**config.mk**
```make
export PLATFORM = sky130hd
export DESIGN_NAME = ext_irq_cond
export DESIGN_NICKNAME = d
export VERILOG_FILES = /design/src/rtl/ext_irq_pkg.sv /design/src/rtl/ext_irq_sync.sv /design/src/rtl/ext_irq_datapath.sv /design/src/rtl/ext_irq_control.sv /design/src/rtl/ext_irq_cond.sv
export SDC_FILE = /design/constraint.sdc
export NUM_CORES = 1
export LEC_CHECK = 0
export CAP_MARGIN = 20
export CORE_UTILIZATION = 54
export DETAILED_ROUTE_END_ITERATION = 8
export DONT_BUFFER_PORTS = 1
export PLACE_DENSITY_LB_ADDON = 0.2
export SYNTH_ARGS = -nofsm -noshare
export SYNTH_HDL_FRONTEND = slang
export SYNTH_SLANG_ARGS = --single-unit
```
**constraint.sdc**
```tcl
create_clock -name clk -period 1.4 [get_ports clk]
set_input_delay 0.28 -clock clk [delete_from_list [all_inputs] [get_ports clk]]
set_output_delay 0.28 -clock clk [all_outputs]
set_load 0.01 [all_outputs]
```
**src/rtl/ext_irq_pkg.sv**
```systemverilog
package ext_irq_pkg;

  // Per-channel strobes handed from the datapath to the control.
  typedef struct packed {
    logic rise;      // qualified inactive-to-active transition this cycle
    logic active;    // polarity-corrected level of the selected pin
    logic edgeMode;  // registered sensitivity, 1 = edge
    logic ready;     // synchroniser history is valid
  } chanStb_t;

endpackage

```
**src/rtl/ext_irq_sync.sv**
```systemverilog
module ext_irq_sync #(
  parameter int WIDTH  = 8,
  parameter int STAGES = 2
) (
  input  logic             clk,
  input  logic             rst,
  input  logic [WIDTH-1:0] din,
  output logic [WIDTH-1:0] dout
);

  logic [STAGES-1:0][WIDTH-1:0] chain;

  genvar s;
  generate
    for (s = 0; s < STAGES; s++) begin : g_stage
      if (s == 0) begin : g_first
        always_ff @(posedge clk) begin
          if (rst) chain[s] <= '0;
          else     chain[s] <= din;
        end
      end else begin : g_next
        always_ff @(posedge clk) begin
          if (rst) chain[s] <= '0;
          else     chain[s] <= chain[s-1];
        end
      end
    end
  endgenerate

  assign dout = chain[STAGES-1];

endmodule

```
**src/rtl/ext_irq_datapath.sv**
```systemverilog
module ext_irq_datapath
  import ext_irq_pkg::*;
#(
  parameter int NUM_CH      = 2,
  parameter int PIN_COUNT   = 8,
  parameter int SYNC_STAGES = 2,
  parameter int SEL_W       = 3
) (
  input  logic                          clk,
  input  logic                          rst,
  input  logic [PIN_COUNT-1:0]          portPins,
  input  logic [NUM_CH-1:0][SEL_W-1:0]  pinSel,
  input  logic [NUM_CH-1:0]             polarity,
  input  logic [NUM_CH-1:0]             edgeMode,
  output chanStb_t [NUM_CH-1:0]         stb
);

  localparam int WARM  = SYNC_STAGES + 1;
  localparam int CNT_W = $clog2(WARM + 1);
  localparam int CFG_W = SEL_W + 2;

  logic [PIN_COUNT-1:0] pinSync;
  logic [CNT_W-1:0]     warmCnt;
  logic                 ready;

  ext_irq_sync #(.WIDTH(PIN_COUNT), .STAGES(SYNC_STAGES)) sync_i (
    .clk  (clk),
    .rst  (rst),
    .din  (portPins),
    .dout (pinSync)
  );

  // Hold off edge detection until the synchroniser holds real samples.
  assign ready = (warmCnt == CNT_W'(WARM));

  always_ff @(posedge clk) begin
    if (rst)         warmCnt <= '0;
    else if (!ready) warmCnt <= warmCnt + CNT_W'(1);
  end

  genvar c;
  generate
    for (c = 0; c < NUM_CH; c++) begin : g_ch
      logic             selBit;
      logic             actNext;
      logic [CFG_W-1:0] cfgNow;
      logic [CFG_W-1:0] cfgReg;
      logic             cfgDiff;
      logic             actCur;
      logic             actPrev;
      logic             hold;
      logic             modeReg;

      assign selBit  = pinSync[pinSel[c]];
      assign actNext = selBit ~^ polarity[c];
      assign cfgNow  = {pinSel[c], polarity[c], edgeMode[c]};
      assign cfgDiff = (cfgNow != cfgReg);

      always_ff @(posedge clk) begin
        if (rst) begin
          cfgReg  <= '0;
          actCur  <= 1'b0;
          actPrev <= 1'b0;
          hold    <= 1'b1;
          modeReg <= 1'b0;
        end else begin
          cfgReg  <= cfgNow;
          actCur  <= actNext;
          actPrev <= actCur;
          hold    <= !ready || cfgDiff;
          modeReg <= edgeMode[c];
        end
      end

      assign stb[c] = '{rise:     ready && !hold && actCur && !actPrev,
                        active:   actCur,
                        edgeMode: modeReg,
                        ready:    ready};
    end
  endgenerate

endmodule

```
**src/rtl/ext_irq_control.sv**
```systemverilog
module ext_irq_control
  import ext_irq_pkg::*;
#(
  parameter int NUM_CH = 2
) (
  input  logic                  clk,
  input  logic                  rst,
  input  chanStb_t [NUM_CH-1:0] stb,
  input  logic [NUM_CH-1:0]     vecAck,
  output logic [NUM_CH-1:0]     pending
);

  genvar c;
  generate
    for (c = 0; c < NUM_CH; c++) begin : g_ch
      logic latched;

      always_ff @(posedge clk) begin
        if (rst)                  latched <= 1'b0;
        else if (!stb[c].edgeMode) latched <= 1'b0;
        else                      latched <= (latched && !vecAck[c]) || stb[c].rise;
      end

      always_comb begin
        if (!stb[c].ready)        pending[c] = 1'b0;
        else if (stb[c].edgeMode) pending[c] = latched;
        else                      pending[c] = stb[c].active;
      end
    end
  endgenerate

endmodule

```
**src/rtl/ext_irq_cond.sv**
```systemverilog
module ext_irq_cond
  import ext_irq_pkg::*;
#(
  parameter int NUM_CH      = 2,
  parameter int PIN_COUNT   = 8,
  parameter int SYNC_STAGES = 2,
  localparam int SEL_W      = $clog2(PIN_COUNT)
) (
  input  logic                         clk,
  input  logic                         rst,
  input  logic [PIN_COUNT-1:0]         portPins,
  input  logic [NUM_CH-1:0][SEL_W-1:0] pinSel,
  input  logic [NUM_CH-1:0]            polarity,
  input  logic [NUM_CH-1:0]            edgeMode,
  input  logic [NUM_CH-1:0]            vecAck,
  output logic [NUM_CH-1:0]            pending
);

  chanStb_t [NUM_CH-1:0] chanStb;

  ext_irq_datapath #(
    .NUM_CH(NUM_CH), .PIN_COUNT(PIN_COUNT),
    .SYNC_STAGES(SYNC_STAGES), .SEL_W(SEL_W)
  ) dp_i (
    .clk      (clk),
    .rst      (rst),
    .portPins (portPins),
    .pinSel   (pinSel),
    .polarity (polarity),
    .edgeMode (edgeMode),
    .stb      (chanStb)
  );

  ext_irq_control #(.NUM_CH(NUM_CH)) ctl_i (
    .clk     (clk),
    .rst     (rst),
    .stb     (chanStb),
    .vecAck  (vecAck),
    .pending (pending)
  );

endmodule

```
## Word level (Yosys, flattened, before mapping)

Index checks and enable logic that the tools add are counted.

| word-level totals | value |
|---|---|
| logic and storage cells | 54 |
| bits of input ports | 22 |
| flip-flop bits (word level) | 38 |
| output and inout bits | 2 |

| cells by class | value |
|---|---|
| equal/unequal tests | 3 |
| $add $sub $neg | 1 |
| reductions and logical operators | 21 |
| bitwise gates (word level) | 4 |
| multiplexer cells | 8 |
| $lt $le $gt $ge | 2 |

Operators with widths:

| operator | number |
|---|---|
| inequality test 5 bit | 2 |
| logical AND 1 bit | 8 |
| less-than comparator 3 x 4 -> 1 bit (second input constant) | 2 |
| logical NOT 1 bit | 7 |
| binary-select mux 1 bit (select 3 bit) | 2 |
| 2-to-1 mux 1 bit | 6 |
| logical OR 1 bit | 4 |
| OR reduction 2 bit | 2 |
| adder 2 x 1 -> 2 bit (second input constant) | 1 |
| == test 2 bit (second input constant) | 1 |
| NOT 1 bit | 2 |
| XNOR 1 bit | 2 |

## Depth between registers and ports, before layout

Gate-level depths: netlist (run 1).

| logic depth | value |
|---|---|
| depth in word-level cells | 5 |
| gate-level depth with buffers | 4 |
| gate-level depth less buffers | 4 |

## Modules after synthesis

Synthesis (run 1) repeated with hierarchy kept, for this count alone.

| unflattened totals | value |
|---|---|
| cell total of the unflattened synthesis | 127 |
| area, all modules | 1,480.2 um2 |

By module, submodules not included:

| module | times used | seq. area each (um2) | area an instance (um2) | cells an instance |
|---|---|---|---|---|
| ext_irq_datapath | 1 | 360.3 | 847.1 | 75 |
| ext_irq_sync | 1 | 320.3 | 524.3 | 41 |
| ext_irq_control | 1 | 40.0 | 108.9 | 11 |

## Least setup slack after synthesis (run 1)

Ideal clock, no wire load.

| timing | value |
|---|---|
| kind | input-to-reg |
| start | in pinSel[3] in the netlist's numbering |
| end | reg dp_i.g_ch[1].actCur |
| buffers on the path | 1 |
| data required time | 1.279 ns |
| arrival time | 1.261 ns |
| library setup time | 0.121 ns |
| slack | 0.018 ns |
| stages on the path | 4 |
| path through | buf_6 > mux2i_1 > mux4_2 > mux2_4 |

| on the way | value |
|---|---|
| cells in the longest elaborated chain, start to end | 3 |

Ends and longest elaborated chain:

| element | line | source |
|---|---|---|
| start, declared | ext_irq_cond.sv:12 | `input logic [NUM_CH-1:0][SEL_W-1:0] pinSel,` |
| binary-select mux 1 bit (select 3 bit) | ext_irq_datapath.sv:54 | `assign selBit = pinSync[pinSel[c]];` |
| 2-to-1 mux 1 bit (implied by the code) | ext_irq_datapath.sv:54 |  |
| XNOR 1 bit | ext_irq_datapath.sv:55 | `assign actNext = selBit ~^ polarity[c];` |
| end signal, assigned | ext_irq_datapath.sv:68 | `actCur <= actNext;` |
| end, declared | ext_irq_datapath.sv:49 | `logic actCur;` |

No other way between the ends. The select of a mux whose other input is x is not followed.
A chain may end at the register's enable or synchronous reset.

## Final worst setup path (run 1)

| timing | value |
|---|---|
| start | reg dp_i.warmCnt[0] |
| end | out pending[1] |

| on the way | value |
|---|---|
| cells in the longest elaborated chain, start to end | 2 |

Ends and longest elaborated chain:

| element | line | source |
|---|---|---|
| start, declared | ext_irq_datapath.sv:23 | `logic [CNT_W-1:0] warmCnt;` |
| start signal, assigned | ext_irq_datapath.sv:38 | `else if (!ready) warmCnt <= warmCnt + CNT_W'(1);` |
| == test 2 bit | ext_irq_datapath.sv:34 | `assign ready = (warmCnt == CNT_W'(WARM));` |
| 2-to-1 mux 1 bit | ext_irq_control.sv:25 | `if (!stb[c].ready) pending[c] = 1'b0;` |
| end, declared | ext_irq_cond.sv:16 | `output logic [NUM_CH-1:0] pending` |

No other way between the ends.

==> results of run 1 <==
==> per-layer routing <==
| layer | vias up | track usage [%] |
|---|---|---|
| li1 | 382 | - |
| met2 | 20 | 27.5 |
| met3 | 6 | 8.77 |
| met1 | 351 | 13.8 |
| met4 | 0 | 9.46 |
| met5 | - | 0 |
==> critical path, cell delays in order (launching register included) <==
cell,delay [ns]
dfxtp_4,0.37
ha_4,0.17
nor2b_4,0.18
==> state kept, by name (all words and copies together) (netlist names) <==
register,cells
dp_i.g_ch.actPrev,2
dp_i.g_ch.cfgReg,10
dp_i.g_ch.actCur,2
dp_i.sync_i.dout,8
dp_i.g_ch.hold,2
dp_i.warmCnt,2
ctl_i.g_ch.latched,2
dp_i.sync_i.chain,8
==> power by group <==
part	internal (mW)	leakage [nW]	switching (mW)	total, mW
Clock	0.185	0.0281	0.302	0.487
Combinational	0.107	0.255	0.0639	0.171
Sequential	1.09	0.299	0.0330	1.12
Total	1.38	0.583	0.399	1.78
==> path summary, 6_finish.rpt <==
check	depth (start not counted)	to	slack [ns]	start
worst max-delay path	2	pending[1]	0.06	dp_i.warmCnt[0]
worst max register to register	3	dp_i.g_ch[0].actCur	0.09	dp_i.sync_i.dout[6]
worst min register to register	1	dp_i.sync_i.dout[2]	0.44	dp_i.sync_i.chain[2]
worst min-delay path	1	dp_i.g_ch[0].cfgReg[1]	0.04	rst
==> kinds of logic after synthesis <==
| group | after synthesis | synth area share, % |
|---|---|---|
| muxes | 15 | 13.9 |
| and+or+nand+nor | 43 | 20.1 |
| xor gates and xnor gates | 11 | 7.22 |
| adders and majority gates | 1 | 0.937 |
| AOI/OAI and AO/OA | 2 | 0.750 |
| DFF | 36 | 54.0 |
| buffers and inverters | 7 | 3.09 |
==> placed cells by master, fill, tap and decap left out, drive strengths merged <==
cell type / n
clkinv: 1
mux2: 2
nor4: 2
ha: 1
nor4bb: 2
nor3b: 2
xnor2: 2
a21oi: 2
inv: 2
mux2i: 11
nor2: 4
dlymetal6s4s: 1
mux4: 2
dfxtp: 36
dlygate4sd3: 2
clkbuf: 6
nand3: 2
nor2b: 31
xor2: 9
==> final cells by class <==
cell class                      instances  area [um2]  area share (%)
Multi-Input combinational cell         72         608            41.7
Clock inverter                          1        5.00           0.343
Clock buffer                            6        41.3            2.83
Inverter                                2        7.51           0.515
Sequential cell                        36         728            50.0
Tap cell                               28        35.0            2.40
Timing Repair Buffer                    3        32.5            2.23
==> timing repair <==
action | in CTS | in global routing
hold buffers | 2 | 1
hold endpoints to repair | 29 | 2
gates resized for setup | 7 | 7
pin swaps | 0 | 1
endpoints found under the setup margin | 2 | 30
==> key figures, run 1 <==
Worst setup path
  • CP endpoint kind: output port
  • CP startpoint kind: register
  • Worst Path Required: 1.12 ns
  • Max FO, Critical Path: 7
  • CP Class: reg -> out
  • WP data arrival: 1.06 ns

Drt
  • Routed vias/inst: 5.13
  • TritonRoute pass-1 iters: 4
  • Met2 wire len: 959 um
  • DRT iter0 DRCs: 4
  • Highest Signal Layer: met4
  • WL per Instance: 12.9 um
  • Post-Route WL: 1.90 mm
  • Remaining antenna violation count: 0
  • Vias post-DR: 759
  • M1 wire length: 785 um
  • Met3 wire length: 110 um
  • DRC: 0

Power and ir drop
  • Max IR drop VDD: 0.000866 V
  • Cell Pwr Density: 1220 nW/um2
  • Total leakage power: 0.583 nW
  • Total Power: 1.78 mW

Logic synthesis
  • Synth Flop Type: dfxtp_1
  • Most frequent cells after synthesis: dfxtp_1 (36), nor2b_1 (30), mux2i_1 (11)
  • Avg Inst Size Synth: 11.6 um2
  • Yosys top cell by area: dfxtp_1
  • Ys async rst share: 0%
  • Yosys warns: 0
  • Unique masters post-synth: 18
  • Synthesized net count: 138
  • Count leader, synth: dfxtp_1
  • Cell count after synthesis: 115
  • Synth area leaders: dfxtp_1 (54%), nor2b_1 (14%), mux2i_1 (8.2%)
  • Yosys reg bits: 36
  • Seq/Total Area, Yosys: 54.0%
  • Mapped cell area: 1340 um2
  • EDFF count, synth: 0
  • Yosys top cell area share: 54.0%

Final layout
  • Fill count: 180
  • Fin cells: 148
  • Area Growth Syn to Fin: 9.18%
  • Layout cells sized above 1: 16.7%
  • Nets: 143
  • Fin area: 1460 um2
  • Final Util: 64.0%
  • Number of diodes: 0

Clock network
  • Reg clk slew, reported paths: 0.10 ns
  • TritonCTS sink count: 36
  • Clk Latency, worst-skew pair: 0.33 ns
  • Num CTS Buffers: 5
  • CTS tree: yes
  • Max clock buf depth: 2
  • CTS root buf: clkbuf_4
  • H-Tree Depth: 2
  • Post-CTS Setup Inserts: 0

Floorplan
  • Initial core utilization: 58.7%
  • Die Span Y: 51.7 um
  • Core area: 2280 um2
  • Chip Width: 51.7 um
  • Site Rows: 17
  • Die area: 2670 um2
  • I/O pin cnt: 24

Global routing
  • GR Overflow Total: 0
  • Initial antenna violation count: 0
  • Largest net degree at the start of global routing: 29
  • Vias in the first global route: 709
  • Global-route wire length before repair: 2.83 mm
  • Total track usage: 15.7%

STA
  • RSZ-0062 raised after global routing: false
  • Worst-margin pin slew: 0.973 ns
  • Final setup TNS: 0 ns
  • Final Hold Vio Count: 0
  • Fin crit share: 95.8%
  • Setup violations, final: 0
  • Hold_ws: 0.0373 ns
  • Fmax: 0.746 GHz
  • Final Skew: 0.0132 ns
  • Final Max Tran Viols: 0
  • Tmin final: 1.34 ns
  • Slew HR: 35.2%
  • Fin worst setup slack: 0.0587 ns

Run status
  • Status: complete, no violations

Place
  • Post-DP Area: 1340 um2
  • Gpl congestion: 0.692
  • Hpwl dp: 1.19 mm
  • DP Worst Slack: 0.104 ns
  • Number of I/O port buffers: 0
  • Post-Place Cells: 138

Run
  • MaxCap Viol Count: 0

Worst hold path
  • Hold Path Class: in -> reg
No activity file was read; power rests on OpenSTA's default activity.
==> inputs of run 2 (changes only) <==
- CORE_ASPECT_RATIO: not set -> 0.8
==> run 2 against run 1 <==
The flow now finishes with violations (design-rule violations). Final cell count is 8.8% higher. Sequential share of layout area shrank 5.0 points. Routed wire length grew 13%. Hold slack better by 0.034 ns. Critical endpoint is now pending[0].
==> key figures, run 2 (synthesis results as in run 1) <==
Clock network
  • Num CTS Buffers: 5 (unchanged)
  • H-Tree Depth: 2 (unchanged)
  • TritonCTS sink count: 36 (unchanged)
  • Max clock buf depth: 2 (unchanged)
  • CTS tree: yes (unchanged)
  • Clk Latency, worst-skew pair: 0.34 ns (was 0.33 ns)
  • CTS root buf: clkbuf_4 (unchanged)
  • Reg clk slew, reported paths: 0.10 ns (about the same)

Worst setup path
  • Launching point of the worst reg2reg path: dp_i.sync_i.dout[7] (was dp_i.sync_i.dout[6])
  • Path depth of the worst reg2reg path: 3 (unchanged)
  • R2r endpoint: dp_i.g_ch[0].actCur (unchanged)
  • WP data arrival: 1.05 ns (was 1.06 ns)
  • CP startpoint kind: register (unchanged)
  • Max FO, Critical Path: 6 (was 7)
  • R2r setup slk: 0.10 ns (was 0.09 ns)
  • CP Class: reg -> out (unchanged)
  • Crit-path slowest cell: dfxtp_2 (was dfxtp_4)
  • CP endpoint kind: output port (unchanged)
  • Max stage delay on crit path: 0.37 ns (about the same)
  • Crit-path cells: ha_4 > nor2b_2 (was ha_4 > nor2b_4)
  • Worst Path Required: 1.12 ns (about the same)

Drt
  • Remaining antenna violation count: 0 (unchanged)
  • TritonRoute pass-1 iters: 7 (was 4)
  • WL per Instance: 13.4 um (was 12.9 um)
  • Routed vias/inst: 5.05 (was 5.13)
  • DRC: 3 (was 0)
  • DRT iter0 DRCs: 14 (was 4)
  • Vias post-DR: 813 (was 759)
  • Post-Route WL: 2.15 mm (was 1.90 mm)

Worst hold path
  • Worst hold endpoint: dp_i.sync_i.chain[4] (was dp_i.g_ch[0].cfgReg[1])
  • Hold Path Class: in -> reg (unchanged)
  • Hold depth: 1 (unchanged)
  • Hold path startpoint: portPins[4] (was rst)

Power and ir drop
  • Total Power: 1.92 mW (was 1.78 mW)
  • Max IR drop VDD: 0.000595 V (was 0.000866 V)
  • Cell Pwr Density: 1190 nW/um2 (was 1220 nW/um2)
  • Total leakage power: 0.682 nW (was 0.583 nW)

STA
  • Fmax: 0.752 GHz (was 0.746 GHz)
  • Final setup TNS: 0 ns (unchanged)
  • Slew HR: 60.0% (was 35.2%)
  • Setup violations, final: 0 (unchanged)
  • Final Max Tran Viols: 0 (unchanged)
  • Tmin final: 1.33 ns (was 1.34 ns)
  • Fin worst setup slack: 0.0709 ns (was 0.0587 ns)
  • Fin crit share: 94.9% (was 95.8%)
  • Worst-margin pin slew: 0.600 ns (was 0.973 ns)
  • Final Hold Vio Count: 0 (unchanged)
  • Final Skew: 0.00653 ns (was 0.0132 ns)
  • Hold_ws: 0.0710 ns (was 0.0373 ns)

Run status
  • Status: finished, violations left (was complete, no violations)
  • Failing checks: design-rule violations

Floorplan
  • I/O pin cnt: 24 (unchanged)
  • Chip Width: 57.6 um (was 51.7 um)
  • Core area: 2250 um2 (was 2280 um2)
  • Site Rows: 15 (was 17)
  • Initial core utilization: 59.3% (was 58.7%)
  • Die Span Y: 46.5 um (was 51.7 um)
  • Die area: 2680 um2 (was 2670 um2)

Final layout
  • Area Growth Syn to Fin: 21.2% (was 9.18%)
  • Commonest non-fill, non-tap cell in the layout: dfxtp_1 (unchanged)
  • Layout cells sized above 1: 15.4% (was 16.7%)
  • Most flops, register: dp_i.g_ch.cfgReg (unchanged)
  • Max reg flops: 10 (unchanged)
  • Number of diodes: 0 (unchanged)
  • Commonest cells after routing, fill and taps aside: dfxtp_1 (33), nor2b_1 (28), dlygate4sd3_1 (16) (was dfxtp_1 (32), nor2b_1 (28), xor2_1 (9), mux2i_1 (9), clkbuf_4 (5))
  • Fin cells: 161 (was 148)
  • Fin area: 1620 um2 (was 1460 um2)
  • Nets: 159 (was 143)
  • Final Util: 71.8% (was 64.0%)

Global routing
  • Global-route wire length before repair: 3.55 mm (was 2.83 mm)
  • Initial antenna violation count: 0 (unchanged)
  • Vias in the first global route: 827 (was 709)
  • Largest net degree at the start of global routing: 22 (was 29)
  • Total track usage: 19.5% (was 15.7%)
  • GR Overflow Total: 0 (unchanged)

Place
  • Number of I/O port buffers: 0 (unchanged)
  • Hpwl dp: 1.25 mm (was 1.19 mm)
  • Post-DP Area: 1330 um2 (was 1340 um2)
  • Post-Place Cells: 135 (was 138)
  • DP Worst Slack: 0.0962 ns (was 0.104 ns)
  • Gpl congestion: 0.712 (was 0.692)

Run
  • MaxCap Viol Count: 0 (unchanged)
[run 2: area by class of cell]
type / count / area, um2
sequential: 36 / 727
fill: 151 / 634
multi-input combinational: 72 / 599
timing repair buffer: 19 / 188
clock buffer: 7 / 65.1
tap: 25 / 31.3
inverter: 2 / 7.51
[run 2: worst max-delay path, delay by kind of cell (launching register included)]
family | cells | cell delay (ns)
and+or+nand+nor | 1 | 0.19
DFF | 1 | 0.37
adders and majority gates | 1 | 0.16
[run 2: metal layers]
metal / up-vias / part of all wire, % / GRT usage [%]
met1: 373 / 48 / 21.8
met4: 0 / 2.4 / 10.2
met3: 5 / 6.1 / 10.1
met2: 19 / 43 / 30.7
met5: - / 0 / 0
li1: 416 / - / -
[run 2: what timing repair did]
item | CTS | global route
endpoints found under the setup margin | 2 | 4
buffers inserted | 0 | 2
hold endpoints to repair | 31 | 2
pin swaps | 0 | 2
hold buffers | 17 | 1
gates resized for setup | 6 | 5
[run 2: worst max path at each step]
stage / from / to / slack [ns] / cells after the start
final: dp_i.warmCnt[1] / pending[0] / 0.07 / 2
after global routing: dp_i.warmCnt[1] / pending[0] / -0.0006 / 2
after CTS: dp_i.warmCnt[0] / dp_i.warmCnt[0] / 0.01 / 4
after detailed placement: dp_i.sync_i.dout[7] / dp_i.g_ch[0].actCur / 0.1 / 3
after global placement: pinSel[0] / dp_i.g_ch[0].actCur / 0.11 / 3
after floorplan: pinSel[3] / dp_i.g_ch[1].actCur / 0.02 / 4
[run 2: power breakdown]
group	switching [mW]	leakage (nW)	total (mW)	internal [mW]
logic	0.0636	0.346	0.198	0.135
registers	0.0331	0.299	1.12	1.09
clock network	0.318	0.0374	0.603	0.285
total	0.415	0.682	1.92	1.51
==> inputs of run 3 (changes only) <==
- CORE_UTILIZATION: 54 -> 55
- clock period: 1.4 -> 1.6 ns (I/O delays scaled with it)
==> run 3 against run 2 <==
The flow still finishes with violations (design-rule violations). Via count shrank 8.4%. Largest power group unchanged. Register-to-register slack better by 0.19 ns. Critical endpoint unchanged. First-iteration DRC count is the same. Global-route usage fell by 1.7 points. Sequential cell count did not move. Sequential share of layout area up 6.1 points. Clock skew is 0.0021 ns higher. Combinational power shrank 38%.
==> key figures, run 3 (synthesis results as in run 1) <==
Global routing
  • Initial antenna violation count: 0 (unchanged)
  • Vias in the first global route: 741 (was 827)
  • GR Overflow Total: 0 (unchanged)
  • Global-route wire length before repair: 3.13 mm (was 3.55 mm)
  • Largest net degree at the start of global routing: 36 (was 22)
  • Total track usage: 17.8% (was 19.5%)

Floorplan
  • Chip Width: 57.1 um (was 57.6 um)
  • Site Rows: 15 (unchanged)
  • Initial core utilization: 60.3% (was 59.3%)
  • I/O pin cnt: 24 (unchanged)
  • Die area: 2630 um2 (was 2680 um2)
  • Core area: 2210 um2 (was 2250 um2)
  • Die Span Y: 46.1 um (was 46.5 um)

Power and ir drop
  • Cell Pwr Density: 1120 nW/um2 (was 1190 nW/um2)
  • Comb pwr share: 7.8% (was 10.3%)
  • Clock share of power: 30.9% (was 31.4%)
  • Int Pwr: 1.23 mW (was 1.51 mW)
  • Total leakage power: 0.571 nW (was 0.682 nW)
  • Sw frac: 22.0% (was 21.6%)
  • Net Sw Power: 0.348 mW (was 0.415 mW)
  • Total Power: 1.58 mW (was 1.92 mW)
  • Max IR drop VDD: 0.000484 V (was 0.000595 V)
  • Seq pwr share: 61.4% (was 58.3%)

Place
  • Hpwl dp: 1.38 mm (was 1.25 mm)
  • Gpl congestion: 0.692 (was 0.712)
  • Number of I/O port buffers: 0 (unchanged)

Worst setup path
  • Launching point of the worst reg2reg path: dp_i.sync_i.dout[7] (unchanged)
  • WP data arrival: 1.19 ns (was 1.05 ns)
  • Worst setup path start: dp_i.warmCnt[0] (was dp_i.warmCnt[1])
  • CP startpoint kind: register (unchanged)
  • Worst Path Required: 1.28 ns (was 1.12 ns)
  • CP Class: reg -> out (unchanged)
  • CP endpoint kind: output port (unchanged)
  • Max FO, Critical Path: 7 (was 6)

Run status
  • Failing checks: design-rule violations (unchanged)
  • Status: finished, violations left (unchanged)

Clock network
  • Max clock buf depth: 2 (unchanged)
  • H-Tree Depth: 2 (unchanged)
  • Post-CTS Setup Inserts: 0 (unchanged)
  • CTS root buf: clkbuf_4 (unchanged)
  • CTS tree: yes (unchanged)
  • Reg clk slew, reported paths: 0.10 ns (about the same)
  • TritonCTS sink count: 36 (unchanged)
  • Num CTS Buffers: 5 (unchanged)
  • Clk Latency, worst-skew pair: 0.34 ns (about the same)

Drt
  • DRT iter0 DRCs: 14 (unchanged)
  • Routed vias/inst: 5.17 (was 5.05)
  • TritonRoute pass-1 iters: 6 (was 7)
  • DRC: 2 (was 3)
  • Remaining antenna violation count: 0 (unchanged)
  • Post-Route WL: 1.96 mm (was 2.15 mm)
  • Vias post-DR: 745 (was 813)
  • WL per Instance: 13.6 um (was 13.4 um)

STA
  • Tmin final: 1.51 ns
  • Final Hold Vio Count: 0 (unchanged)
  • RSZ-0062 raised after global routing: false
  • Final Max Tran Viols: 0 (unchanged)
  • Fmax: 0.663 GHz
  • Final Skew: 0.00861 ns (was 0.00653 ns)
  • Slew HR: 77.7% (was 60.0%)
  • Final setup TNS: 0 ns (unchanged)
  • Setup violations, final: 0 (unchanged)
  • Fin crit share: 94.3%
  • Worst-margin pin slew: 0.331 ns (was 0.600 ns)

Final layout
  • Multi-input combinational cell area: 581 um2 (was 599 um2)
  • Number of diodes: 0 (unchanged)
  • Layout cells sized above 1: 13.4% (was 15.4%)
  • Most flops, register: dp_i.g_ch.cfgReg (unchanged)
  • Max reg flops: 10 (unchanged)
  • FF/Latch Area: 721 um2 (was 727 um2)
  • Area Growth Syn to Fin: 5.72% (was 21.2%)
  • Commonest cells after routing, fill and taps aside: dfxtp_1 (36), nor2b_1 (28), mux2i_1 (11) (was dfxtp_1 (33), nor2b_1 (28), dlygate4sd3_1 (16))
  • Nets: 141 (was 159)
  • Fill count: 185 (was 151)
  • Commonest non-fill, non-tap cell in the layout: dfxtp_1 (unchanged)

Run
  • MaxCap Viol Count: 0 (unchanged)

Worst hold path
  • Hold Path Class: in -> reg (unchanged)
  • Hold path startpoint: rst (was portPins[4])
[run 3: cell types whose count changed in the layout (fill, tap and decap cells not counted), moves of 2 or more]
cell | before | now
buf_4 | 2 | 0
dfxtp_2 | 2 | 0
dlygate4sd3_1 | 16 | 1
dfxtp_1 | 33 | 36
clkinv_2 | 0 | 2
[run 3: routing by layer]
layer  vias to the layer above  part of all wire, %  global-route usage, %
met5                         -                    0                      0
met3                         5                  9.1                   11.5
li1                        380                    -                      -
met4                         0                  2.3                   10.2
met1                       331                   44                   18.4
met2                        29                   44                   27.8
[run 3: layout make-up]
type / instances / area share (%)
sequential: 36 / 51.1
clock inverter: 2 / 0.709
inverter: 2 / 0.532
clock buffer: 6 / 3.63
multi-input combinational: 72 / 41.1
timing repair buffer: 1 / 0.709
tap: 25 / 2.22
[run 3: per-stage QoR]
stage | instances | instance area (um2) | setup WS, ns | util (%) | hold WS [ns]
after floorplan | 115 | 1340 | 0.178 | - | 0.403
after global placement | 135 | 1330 | 0.292 | 60.2 | 0.390
after detailed placement | 135 | 1330 | 0.269 | 60.2 | 0.392
after CTS | 143 | 1400 | 0.0324 | 63.2 | 0.0122
after global routing | 144 | 1410 | 0.0313 | 63.7 | 0.00124
final | 144 | 1410 | 0.0918 | 63.7 | 0.0352
[run 3: repair_timing]
item                                    CTS  global route
pin swaps                                 0             0
hold endpoints to repair                  0             2
hold buffers                              0             1
gates resized for setup                   2             1
endpoints found under the setup margin    2             1
[run 3: final timing paths]
kind	endpoint	cells past startpoint	slack [ns]
worst min-delay path	dp_i.g_ch[1].cfgReg[4]	1	0.04
worst max-delay path	pending[0]	2	0.09
worst min register to register	dp_i.sync_i.dout[3]	1	0.45
worst max register to register	dp_i.g_ch[1].actCur	3	0.29
[run 3: worst max-delay path, cell delays in order (launching register included)]
cell and delay [ns]:
dfxtp_1 0.37, ha_2 0.26, nor2b_2 0.22
[run 3: power groups by stage]
stage | clock network (mW) | registers, mW | logic [mW]
2_1_floorplan | 0 | 0.985 | 0.122
3_3_place_gp | 0 | 0.990 | 0.111
3_5_place_dp | 0 | 0.992 | 0.116
4_1_cts | 0.509 | 0.972 | 0.121
5_1_grt | 0.554 | 0.976 | 0.138
6_report | 0.488 | 0.971 | 0.123
